File: config.mk
export PLATFORM = sky130hd
export DESIGN_NAME = dram_refresh_sched
export DESIGN_NICKNAME = d
export VERILOG_FILES = /design/src/rtl/dram_rfsh_pkg.sv /design/src/rtl/rfsh_datapath.sv /design/src/rtl/rfsh_control.sv /design/src/rtl/dram_refresh_sched.sv
export SDC_FILE = /design/constraint.sdc
export NUM_CORES = 1
export LEC_CHECK = 0
export BUFFER_PORTS_ARGS = -buffer_cell sky130_fd_sc_hd__buf_2
export CAP_MARGIN = 20
export CORE_ASPECT_RATIO = 1.25
export CORE_UTILIZATION = 51
export DETAILED_ROUTE_END_ITERATION = 10
export GPL_TIMING_DRIVEN = 0
export PLACE_DENSITY = 0.71
export SETUP_SLACK_MARGIN = 0.02
export SYNTH_ARGS = -nofsm -noshare
export SYNTH_HDL_FRONTEND = slang
export SYNTH_HIERARCHICAL = 1
export SYNTH_SLANG_ARGS = --single-unit
export TNS_END_PERCENT = 100
File: constraint.sdc
create_clock -name clk -period 2.7 [get_ports clk]
set_input_delay 0.81 -clock clk [delete_from_list [all_inputs] [get_ports clk]]
set_output_delay 0.81 -clock clk [all_outputs]
set_load 0.02 [all_outputs]
File: src/rtl/dram_rfsh_pkg.sv
package dram_rfsh_pkg;

  localparam int PHASE_W = 8;

  typedef enum logic [2:0] {
    ST_IDLE,
    ST_ARM,
    ST_CAS_SETUP,
    ST_RAS_LOW,
    ST_PRECHARGE
  } seqState_t;

  typedef struct packed {
    logic               phaseLoad;
    logic [PHASE_W-1:0] phaseVal;
    logic               refreshDone;
  } ctrlStrobe_t;

  typedef struct packed {
    logic pendingAny;
    logic pendingUrgent;
    logic phaseZero;
  } dpStatus_t;

endpackage

File: src/rtl/rfsh_datapath.sv
module rfsh_datapath
  import dram_rfsh_pkg::*;
#(
  parameter int TICK_CYCLES  = 800,
  parameter int BACKLOG_MAX  = 8,
  parameter int URGENT_LEVEL = 4,
  parameter int ROW_BITS     = 11,
  parameter bit RAS_ONLY     = 1'b0
) (
  input  logic                clk,
  input  logic                rstN,
  input  ctrlStrobe_t         ctrl,
  output dpStatus_t           status,
  output logic [ROW_BITS-1:0] rowAddr
);

  localparam int TICK_W = (TICK_CYCLES > 1) ? $clog2(TICK_CYCLES) : 1;
  localparam int PEND_W = $clog2(BACKLOG_MAX + 1);
  localparam logic [TICK_W-1:0] TICK_LAST   = TICK_W'(TICK_CYCLES - 1);
  localparam logic [PEND_W-1:0] PEND_MAX    = PEND_W'(BACKLOG_MAX);
  localparam logic [PEND_W-1:0] PEND_URGENT = PEND_W'(URGENT_LEVEL);

  logic [TICK_W-1:0]  tickCnt;
  logic               tickHit;
  logic [PEND_W-1:0]  pending;
  logic               pendInc;
  logic               pendDec;
  logic [PHASE_W-1:0] phaseCnt;

  // interval timer
  assign tickHit = (tickCnt == TICK_LAST);

  always_ff @(posedge clk) begin
    if (!rstN) begin
      tickCnt <= '0;
    end else if (tickHit) begin
      tickCnt <= '0;
    end else begin
      tickCnt <= tickCnt + TICK_W'(1);
    end
  end

  // bounded backlog of owed refreshes
  assign pendInc = tickHit && (pending != PEND_MAX);
  assign pendDec = ctrl.refreshDone && (pending != '0);

  always_ff @(posedge clk) begin
    if (!rstN) begin
      pending <= '0;
    end else begin
      case ({pendInc, pendDec})
        2'b10:   pending <= pending + PEND_W'(1);
        2'b01:   pending <= pending - PEND_W'(1);
        default: pending <= pending;
      endcase
    end
  end

  // phase length counter for the control sequence
  always_ff @(posedge clk) begin
    if (!rstN) begin
      phaseCnt <= '0;
    end else if (ctrl.phaseLoad) begin
      phaseCnt <= ctrl.phaseVal;
    end else if (phaseCnt != '0) begin
      phaseCnt <= phaseCnt - PHASE_W'(1);
    end
  end

  assign status.pendingAny    = (pending != '0);
  assign status.pendingUrgent = (pending >= PEND_URGENT);
  assign status.phaseZero     = (phaseCnt == '0);

  // external row counter only exists in RAS-only mode
  generate
    if (RAS_ONLY) begin : g_rowCounter
      logic [ROW_BITS-1:0] rowCnt;
      always_ff @(posedge clk) begin
        if (!rstN) begin
          rowCnt <= '0;
        end else if (ctrl.refreshDone) begin
          rowCnt <= rowCnt + ROW_BITS'(1);
        end
      end
      assign rowAddr = rowCnt;
    end else begin : g_internalRow
      assign rowAddr = '0;
    end
  endgenerate

endmodule

File: src/rtl/rfsh_control.sv
module rfsh_control
  import dram_rfsh_pkg::*;
#(
  parameter int SETUP_CYC   = 1,
  parameter int RAS_LOW_CYC = 3,
  parameter int PRE_CYC     = 2,
  parameter bit RAS_ONLY    = 1'b0
) (
  input  logic        clk,
  input  logic        rstN,
  input  logic        grantIn,
  input  dpStatus_t   status,
  output ctrlStrobe_t ctrl,
  output logic        rasN,
  output logic        casN,
  output logic        ownsBus
);

  localparam logic [PHASE_W-1:0] SETUP_LOAD = PHASE_W'(SETUP_CYC - 1);
  localparam logic [PHASE_W-1:0] RAS_LOAD   = PHASE_W'(RAS_LOW_CYC - 1);
  localparam logic [PHASE_W-1:0] PRE_LOAD   = PHASE_W'(PRE_CYC - 1);

  seqState_t state;
  seqState_t stateNext;

  always_comb begin
    stateNext = state;
    ctrl      = '0;
    case (state)
      ST_IDLE: begin
        if (status.pendingAny && grantIn) begin
          stateNext = ST_ARM;
        end
      end
      ST_ARM: begin
        ctrl.phaseLoad = 1'b1;
        if (RAS_ONLY) begin
          stateNext     = ST_RAS_LOW;
          ctrl.phaseVal = RAS_LOAD;
        end else begin
          stateNext     = ST_CAS_SETUP;
          ctrl.phaseVal = SETUP_LOAD;
        end
      end
      ST_CAS_SETUP: begin
        if (status.phaseZero) begin
          stateNext      = ST_RAS_LOW;
          ctrl.phaseLoad = 1'b1;
          ctrl.phaseVal  = RAS_LOAD;
        end
      end
      ST_RAS_LOW: begin
        if (status.phaseZero) begin
          stateNext      = ST_PRECHARGE;
          ctrl.phaseLoad = 1'b1;
          ctrl.phaseVal  = PRE_LOAD;
        end
      end
      ST_PRECHARGE: begin
        if (status.phaseZero) begin
          stateNext        = ST_IDLE;
          ctrl.refreshDone = 1'b1;
        end
      end
      default: stateNext = ST_IDLE;
    endcase
  end

  always_ff @(posedge clk) begin
    if (!rstN) begin
      state   <= ST_IDLE;
      rasN    <= 1'b1;
      casN    <= 1'b1;
      ownsBus <= 1'b0;
    end else begin
      state   <= stateNext;
      rasN    <= (stateNext != ST_RAS_LOW);
      casN    <= RAS_ONLY ||
                 !((stateNext == ST_CAS_SETUP) || (stateNext == ST_RAS_LOW));
      ownsBus <= (stateNext != ST_IDLE);
    end
  end

endmodule

File: src/rtl/dram_refresh_sched.sv
module dram_refresh_sched
  import dram_rfsh_pkg::*;
#(
  parameter int TICK_CYCLES  = 800,
  parameter int BACKLOG_MAX  = 8,
  parameter int URGENT_LEVEL = 4,
  parameter int SETUP_CYC    = 1,
  parameter int RAS_LOW_CYC  = 3,
  parameter int PRE_CYC      = 2,
  parameter int ROW_BITS     = 11,
  parameter bit RAS_ONLY     = 1'b0
) (
  input  logic                clk,
  input  logic                rstN,
  input  logic                grantIn,
  output logic                reqOut,
  output logic                urgentOut,
  output logic                rasN,
  output logic                casN,
  output logic                weN,
  output logic                ownsBus,
  output logic                addrDrive,
  output logic [ROW_BITS-1:0] rowAddr
);

  ctrlStrobe_t ctrl;
  dpStatus_t   status;

  rfsh_datapath #(
    .TICK_CYCLES (TICK_CYCLES),
    .BACKLOG_MAX (BACKLOG_MAX),
    .URGENT_LEVEL(URGENT_LEVEL),
    .ROW_BITS    (ROW_BITS),
    .RAS_ONLY    (RAS_ONLY)
  ) datapath_i (
    .clk    (clk),
    .rstN   (rstN),
    .ctrl   (ctrl),
    .status (status),
    .rowAddr(rowAddr)
  );

  rfsh_control #(
    .SETUP_CYC  (SETUP_CYC),
    .RAS_LOW_CYC(RAS_LOW_CYC),
    .PRE_CYC    (PRE_CYC),
    .RAS_ONLY   (RAS_ONLY)
  ) control_i (
    .clk    (clk),
    .rstN   (rstN),
    .grantIn(grantIn),
    .status (status),
    .ctrl   (ctrl),
    .rasN   (rasN),
    .casN   (casN),
    .ownsBus(ownsBus)
  );

  assign reqOut    = status.pendingAny;
  assign urgentOut = status.pendingUrgent;
  assign weN       = 1'b1;
  assign addrDrive = RAS_ONLY && ownsBus;

endmodule

==> results by group, run 1 <==
Outcome
  – Status: completed

STA
  – Clk_skew: approximately 0.0019 ns
  – Final min period: 2.66 ns
  – Max Freq: between 300 and 400 MHz
  – Hold_ws: approximately 0.48 ns
  – Final-report max-slew violation count: 0
  – Setup WS post-layout: approximately 0.043 ns
  – Fin crit share: slightly below 100%
  – Setup-failing EPs final: 0
  – RSZ-0062 raised after global routing: true
  – Final hold vios: 0

Die
  – Die width: between 50 and 60 um
  – Full die area: between 3000 and 4000 um2
  – Initial Util: 54.5%
  – Core Area: a little under 3000 um2
  – Row Count: 22
  – Boundary Pins: 21
  – Height of the chip: between 60 and 70 um

Critical path
  – Most used cell, CP: xor2_1
  – Crit-path max cell delay: 0.55 ns
  – Crit path launch type: register
  – WP data arrival: 2.92 ns
  – Critical Path, Cell by Cell: or4_4, nor3_4, buf_6, and3_4, and2_4, ha_4, xor2_1, ha_2, a21oi_2, xor2_1, or3_1, a21boi_1
  – Cell family with most CP delay: simple AND/OR/NAND/NOR gates
  – Max Fanout on Critical Path: 2
  – Crit-path slowest cell: or4_4
  – CP Data Required Time: about 3.0 ns
  – CP Class: register to register
  – R2r setup slk: approximately 0.043 ns
  – Worst path bufs/invs: 1
  – CP endpoint kind: register

Synthesis
  – Synth cell count leaders: 28 x dfxtp_1, 19 x buf_4, 12 x nand2_1
  – Synth area leader: dfxtp_1
  – YS warnings: 6
  – Cell variety after synth: 48
  – Synth top area cells: dfxtp_1 35%, buf_4 8.8%, xnor2_1 4.9%
  – Mean post-synth cell area: slightly below 9 um2
  – Gate count of the mapped netlist: about 190
  – Mapped Area: 1620 um2
  – Post-synth top area share: 34.6%
  – Ys flop type: dfxtp_1
  – Async S/R FF share, synth: 0%
  – Yosys reg bits: 28
  – Seq/Total Area, Yosys: about 35%
  – Most frequent cell after synthesis: dfxtp_1
  – EDFF count, synth: 0

Place
  – GP Congestion: roughly 0.89
  – Dpl cells: roughly 240
  – Dpl ws: -0.178 ns
  – Port bufs: 7
  – HPWL Detailed: between 1.5 and 2 mm

Final layout
  – Area delta synth->final: 14.7%
  – Fillers: 272
  – Layout cells sized above 1: between 20 and 25%
  – Final net count: between 200 and 250
  – Final Non-Filler Cells: between 200 and 300
  – Ant diodes: 0

CTS
  – # H-tree levels: 1
  – Clock Path Buffers: 2
  – CTS buffer count: 3
  – Root buf cell: clkbuf_4
  – Worst-path clk slew: 0.14 ns
  – Hold-fix buffers, CTS: 0
  – Worst-Skew Late Latency: between 0.3 and 0.4 ns
  – CTS tree: built
  – Clock sink count: 28

Drt
  – Routed via count: 1,260
  – Drt first pass iters: 4
  – Via/cell ratio: around 5.0
  – Routed WL per cell: roughly 11 um
  – Final wirelength: ~2.7 mm
  – 1st-iter DRT viols: 35
  – Drt drc: 0
  – Post-DRT Antenna Nets: 0

Global routing
  – First-pass GRT wire length: 4.58 mm
  – Remaining global-route overflow: 0
  – Vias in the first global route: roughly 1,100
  – Largest net degree at the start of global routing: 16
  – GRT Total Usage: between 15 and 20%
  – Antenna violations before repair: 0

Power and ir drop
  – Leakage: 0.807 nW
  – Worst vdd ir: roughly 0.00053 V
  – P per Cell Area: between 600 and 700 nW/um2
  – Power after layout: between 1 and 1.5 mW

Run
  – Max Cap Viol: 0

Hold path
  – Hold crit path type: register to register
==> registers in the layout, summed over array words and instances, names as in the netlist <==
| name | flops |
|---|---|
| control_i/ownsBus | 1 |
| control_i/state | 3 |
| datapath_i/tickCnt | 10 |
| control_i/casN | 1 |
| datapath_i/pending | 4 |
| control_i/rasN | 1 |
| datapath_i/phaseCnt | 8 |
==> cells in the final DEF (no fill, tap or decap), types with 2 or more instances in the layout <==
cell / count
o21ai_0: 11
xnor2_1: 9
nor2b_1: 2
clkbuf_4: 3
buf_2: 7
buf_4: 24
mux2i_1: 2
dfxtp_1: 26
a21oi_1: 6
or2_2: 2
nor3_1: 5
nand2b_1: 3
o31ai_1: 2
ha_1: 4
nor2_1: 9
nand3_1: 8
clkbuf_1: 4
nor4b_1: 2
xor2_1: 5
buf_6: 3
nand2_1: 12
a31oi_1: 2
conb_1: 19
dfxtp_2: 2
or2_1: 2
or3_1: 3
and3_1: 3
inv_1: 4
and2_1: 6
==> kinds of logic (layout without fill, tap and decap cells) <==
| kind of cell | after synthesis | after routing | synth area share, % |
|---|---|---|---|
| xor+xnor | 14 | 14 | 7.56 |
| simple gates | 71 | 71 | 26.6 |
| mux | 3 | 3 | 1.93 |
| other cells | 4 | 19 | 0.926 |
| fa+ha+maj | 6 | 6 | 4.63 |
| compound gates | 30 | 30 | 11.0 |
| flops | 28 | 28 | 34.6 |
| buf+inv | 30 | 46 | 12.7 |
==> area by class of cell <==
cell class | instances | area (um2) | area share [%]
Timing Repair Buffer | 12 | 72.6 | 3.90
Sequential cell | 28 | 563 | 30.3
Tap cell | 36 | 45.0 | 2.42
Clock buffer | 4 | 36.3 | 1.95
Multi-Input combinational cell | 143 | 936 | 50.3
Buffer | 26 | 191 | 10.3
Inverter | 4 | 15.0 | 0.808
==> worst paths after layout <==
check | start | cells after the start | endpoint
setup / recovery | datapath_i/phaseCnt[6] | 12 | datapath_i/pending[2]
hold / removal | datapath_i/tickCnt[0] | 1 | datapath_i/tickCnt[0]
hold reg to reg | datapath_i/tickCnt[0] | 1 | datapath_i/tickCnt[0]
setup reg to reg | datapath_i/phaseCnt[6] | 12 | datapath_i/pending[2]
==> metal layers <==
metal	share of wire (%)	vias up	global-route usage, %
met4	0.63	0	4.93
met1	46	580	21.6
met5	0	-	0
met3	2.9	2	2.11
met2	50	15	30.2
li1	-	663	-
==> what timing repair did <==
item                                    4_1_cts  5_1_grt
endpoints found under the setup margin        1        1
gates resized for setup                       4        0
pin swaps                                     3        1
buffers inserted                              5        0
==> where the power goes <==
part | switching (mW) | internal [mW] | total (mW)
registers | 0.0459 | 0.467 | 0.513
clock network | 0.117 | 0.0823 | 0.200
logic | 0.229 | 0.264 | 0.493
==> through the flow <==
stage               utilization (%)  instance area (um2)  setup TNS (ns)
floorplan                         -                 1700               0
global placement               59.7                 1780          -0.129
detailed placement             59.7                 1780          -0.178
CTS                            62.5                 1860         -0.0225
global route                   62.5                 1860         -0.0999
finish                         62.5                 1860               0
(Power assumes the default switching activity.)
==> run 2: changes to the inputs <==
--- a/config.mk
+++ b/config.mk
@@ -8,10 +8,11 @@
 export BUFFER_PORTS_ARGS = -buffer_cell sky130_fd_sc_hd__buf_2
 export CAP_MARGIN = 20
 export CORE_ASPECT_RATIO = 1.25
-export CORE_UTILIZATION = 51
+export CORE_MARGIN = 1.5
+export CORE_UTILIZATION = 25
 export DETAILED_ROUTE_END_ITERATION = 10
 export GPL_TIMING_DRIVEN = 0
-export PLACE_DENSITY = 0.71
+export PLACE_DENSITY = 0.38
 export SETUP_SLACK_MARGIN = 0.02
 export SYNTH_ARGS = -nofsm -noshare
 export SYNTH_HDL_FRONTEND = slang
==> results by group, run 2 (synthesis gave the netlist of run 1 again) <==
Final layout
  – Post-Route Utilization: 31.7% (-31 points)
  – Largest register FFs: 10 (unchanged)
  – Multi-input logic area: 940 um2 (+0.40%)
  – Fillers: 683 (+150%)
  – Final Non-Filler Cells: 303 (+20%)
  – Design area: 1970 um2 (+5.8%)
  – Layout cells sized above 1: 25.7% (+0.80 points)
  – Most common cell after layout, fill and taps aside: dfxtp_1
  – Commonest non-fill, non-tap cells in the layout: 26 x dfxtp_1, 25 x buf_4, 19 x conb_1
  – Largest regs: datapath_i/tickCnt: 10 flops, datapath_i/phaseCnt: 8 flops, datapath_i/pending: 4 flops
  – Area delta synth->final: 21.3%
  – Most flop-heavy register: datapath_i/tickCnt
  – Register area: 563 um2 (unchanged)
  – Final net count: 228 (+0.44%)
  – Ant diodes: 0 (unchanged)

Die
  – Core Area: 6210 um2 (+110%)
  – Full die area: 6980 um2 (+100%)
  – Die width: 75.0 um (+43%)
  – Initial Util: 26.1% (-28 points)
  – Height of the chip: 93.0 um (+43%)
  – Row Count: 32 (+45%)
  – Boundary Pins: 21 (unchanged)

Critical path
  – Crit path launch type: register
  – CP endpoint kind: register
  – CP Class: register to register
  – CP Data Required Time: 2.92 ns (-0.04 ns)
  – WP data arrival: 2.88 ns (-0.04 ns)
  – Max Fanout on Critical Path: 3 (+1)

Power and ir drop
  – Power after layout: 1.34 mW (+11%)
  – Worst vdd ir: 0.000394 V (-25%)
  – P per Cell Area: 683 nW/um2 (+5.3%)
  – Leakage: 0.827 nW (+2.5%)

STA
  – Final hold vios: 0 (unchanged)
  – Final-report max-slew violation count: 0 (unchanged)
  – Hold_ws: 0.455 ns (-0.0218 ns)
  – RSZ-0062 raised after global routing: true
  – Clk_skew: 0.00350 ns (+0.00158 ns)
  – Max Freq: 376 MHz (about the same)
  – Setup WS post-layout: 0.0425 ns (-0.000378 ns)
  – Final min period: 2.66 ns (+0.000378 ns)
  – Fin crit share: 98.4% (about the same)
  – Setup-failing EPs final: 0 (unchanged)
  – Final setup TNS: 0 ns (unchanged)

Global routing
  – Largest net degree at the start of global routing: 17 (+1)
  – First-pass GRT wire length: 5.25 mm (+15%)
  – GRT Total Usage: 9.57% (-7.7 points)
  – Antenna violations before repair: 0 (unchanged)
  – Remaining global-route overflow: 0 (unchanged)
  – Vias in the first global route: 1,102 (+0.46%)

Drt
  – Routed WL per cell: 10.0 um (-6.5%)
  – Routed via count: 1,216 (-3.5%)
  – Drt first pass iters: 4 (unchanged)
  – Via/cell ratio: 4.01 (-19%)
  – Final wirelength: 3.03 mm (+12%)
  – Drt drc: 0 (unchanged)
  – 1st-iter DRT viols: 37 (+5.7%)
  – Post-DRT Antenna Nets: 0 (unchanged)

CTS
  – # H-tree levels: 1 (unchanged)
  – Clock sink count: 28 (unchanged)
  – Worst-path clk slew: 0.10 ns (-0.04 ns)
  – Clock Path Buffers: 2 (unchanged)
  – Worst-Skew Late Latency: 0.27 ns (-0.04 ns)
  – Root buf cell: clkbuf_8
  – CTS tree: built
  – Hold-fix buffers, CTS: 0 (unchanged)
  – CTS buffer count: 3 (unchanged)

Place
  – DP Area: 1840 um2 (+3.5%)
  – Dpl cells: 293 (+20%)
  – HPWL Detailed: 2.21 mm (+12%)
  – GP Congestion: 0.657 (-26%)
  – Port bufs: 7 (unchanged)
  – Dpl ws: -0.215 ns (-0.0370 ns)

Hold path
  – Hold crit path type: register to register

Outcome
  – Status: completed

Run
  – Max Cap Viol: 0 (unchanged)
==> run 2: cell count changes in the layout (fill, tap and decap cells not counted), sizes merged <==
cell	delta
bufinv	+1
buf	+1
clkbuf	-1
==> run 2: area by class of cell <==
cell class                 count  share of cell area, %
buffer                        26                   9.73
clock buffer                   3                   2.10
clock inverter                 1                   1.53
inverter                       4                  0.763
multi-input combinational    143                   47.8
sequential                    28                   28.6
tap                           85                   5.41
timing repair buffer          13                   4.07
==> run 2: timing repair <==
action,4_1_cts,5_1_grt
pin swaps,3,1
setup buffers,5,1
resized for setup,4,1
setup endpoints to repair,2,6
hold endpoints to repair,0,0
==> run 2: per-layer routing <==
layer	wire (um)	vias to the layer above	global-route usage [%]	part of all wire, %
met2	1370	8	15.0	45
li1	-	659	-	-
met1	1570	547	13.3	52
met4	41	0	3.18	1.4
met5	0	-	0	0
met3	48	2	1.29	1.6
==> run 2: critical path, stage by stage (launching register included) <==
cell	delay, ns
dfxtp_2	0.34
or4_4	0.55
nor3_4	0.17
buf_6	0.13
and3_4	0.16
and2_4	0.15
ha_4	0.13
xor2_1	0.15
ha_2	0.20
a21oi_2	0.04
xor2_1	0.15
or3_1	0.32
a21boi_2	0.12
==> run 2: final timing paths <==
| path | from | end | slack (ns) | cells after the start |
|---|---|---|---|---|
| worst min-delay path | datapath_i/tickCnt[0] | datapath_i/tickCnt[0] | 0.45 | 1 |
| worst max-delay path | datapath_i/phaseCnt[6] | datapath_i/pending[2] | 0.04 | 12 |
| worst min register to register | datapath_i/tickCnt[0] | datapath_i/tickCnt[0] | 0.45 | 1 |
| worst max register to register | datapath_i/phaseCnt[6] | datapath_i/pending[2] | 0.04 | 12 |
==> run 2: where the power goes <==
group | switching (mW) | internal, mW
logic | 0.230 | 0.266
clock network | 0.139 | 0.199
registers | 0.0418 | 0.467
total | 0.412 | 0.931
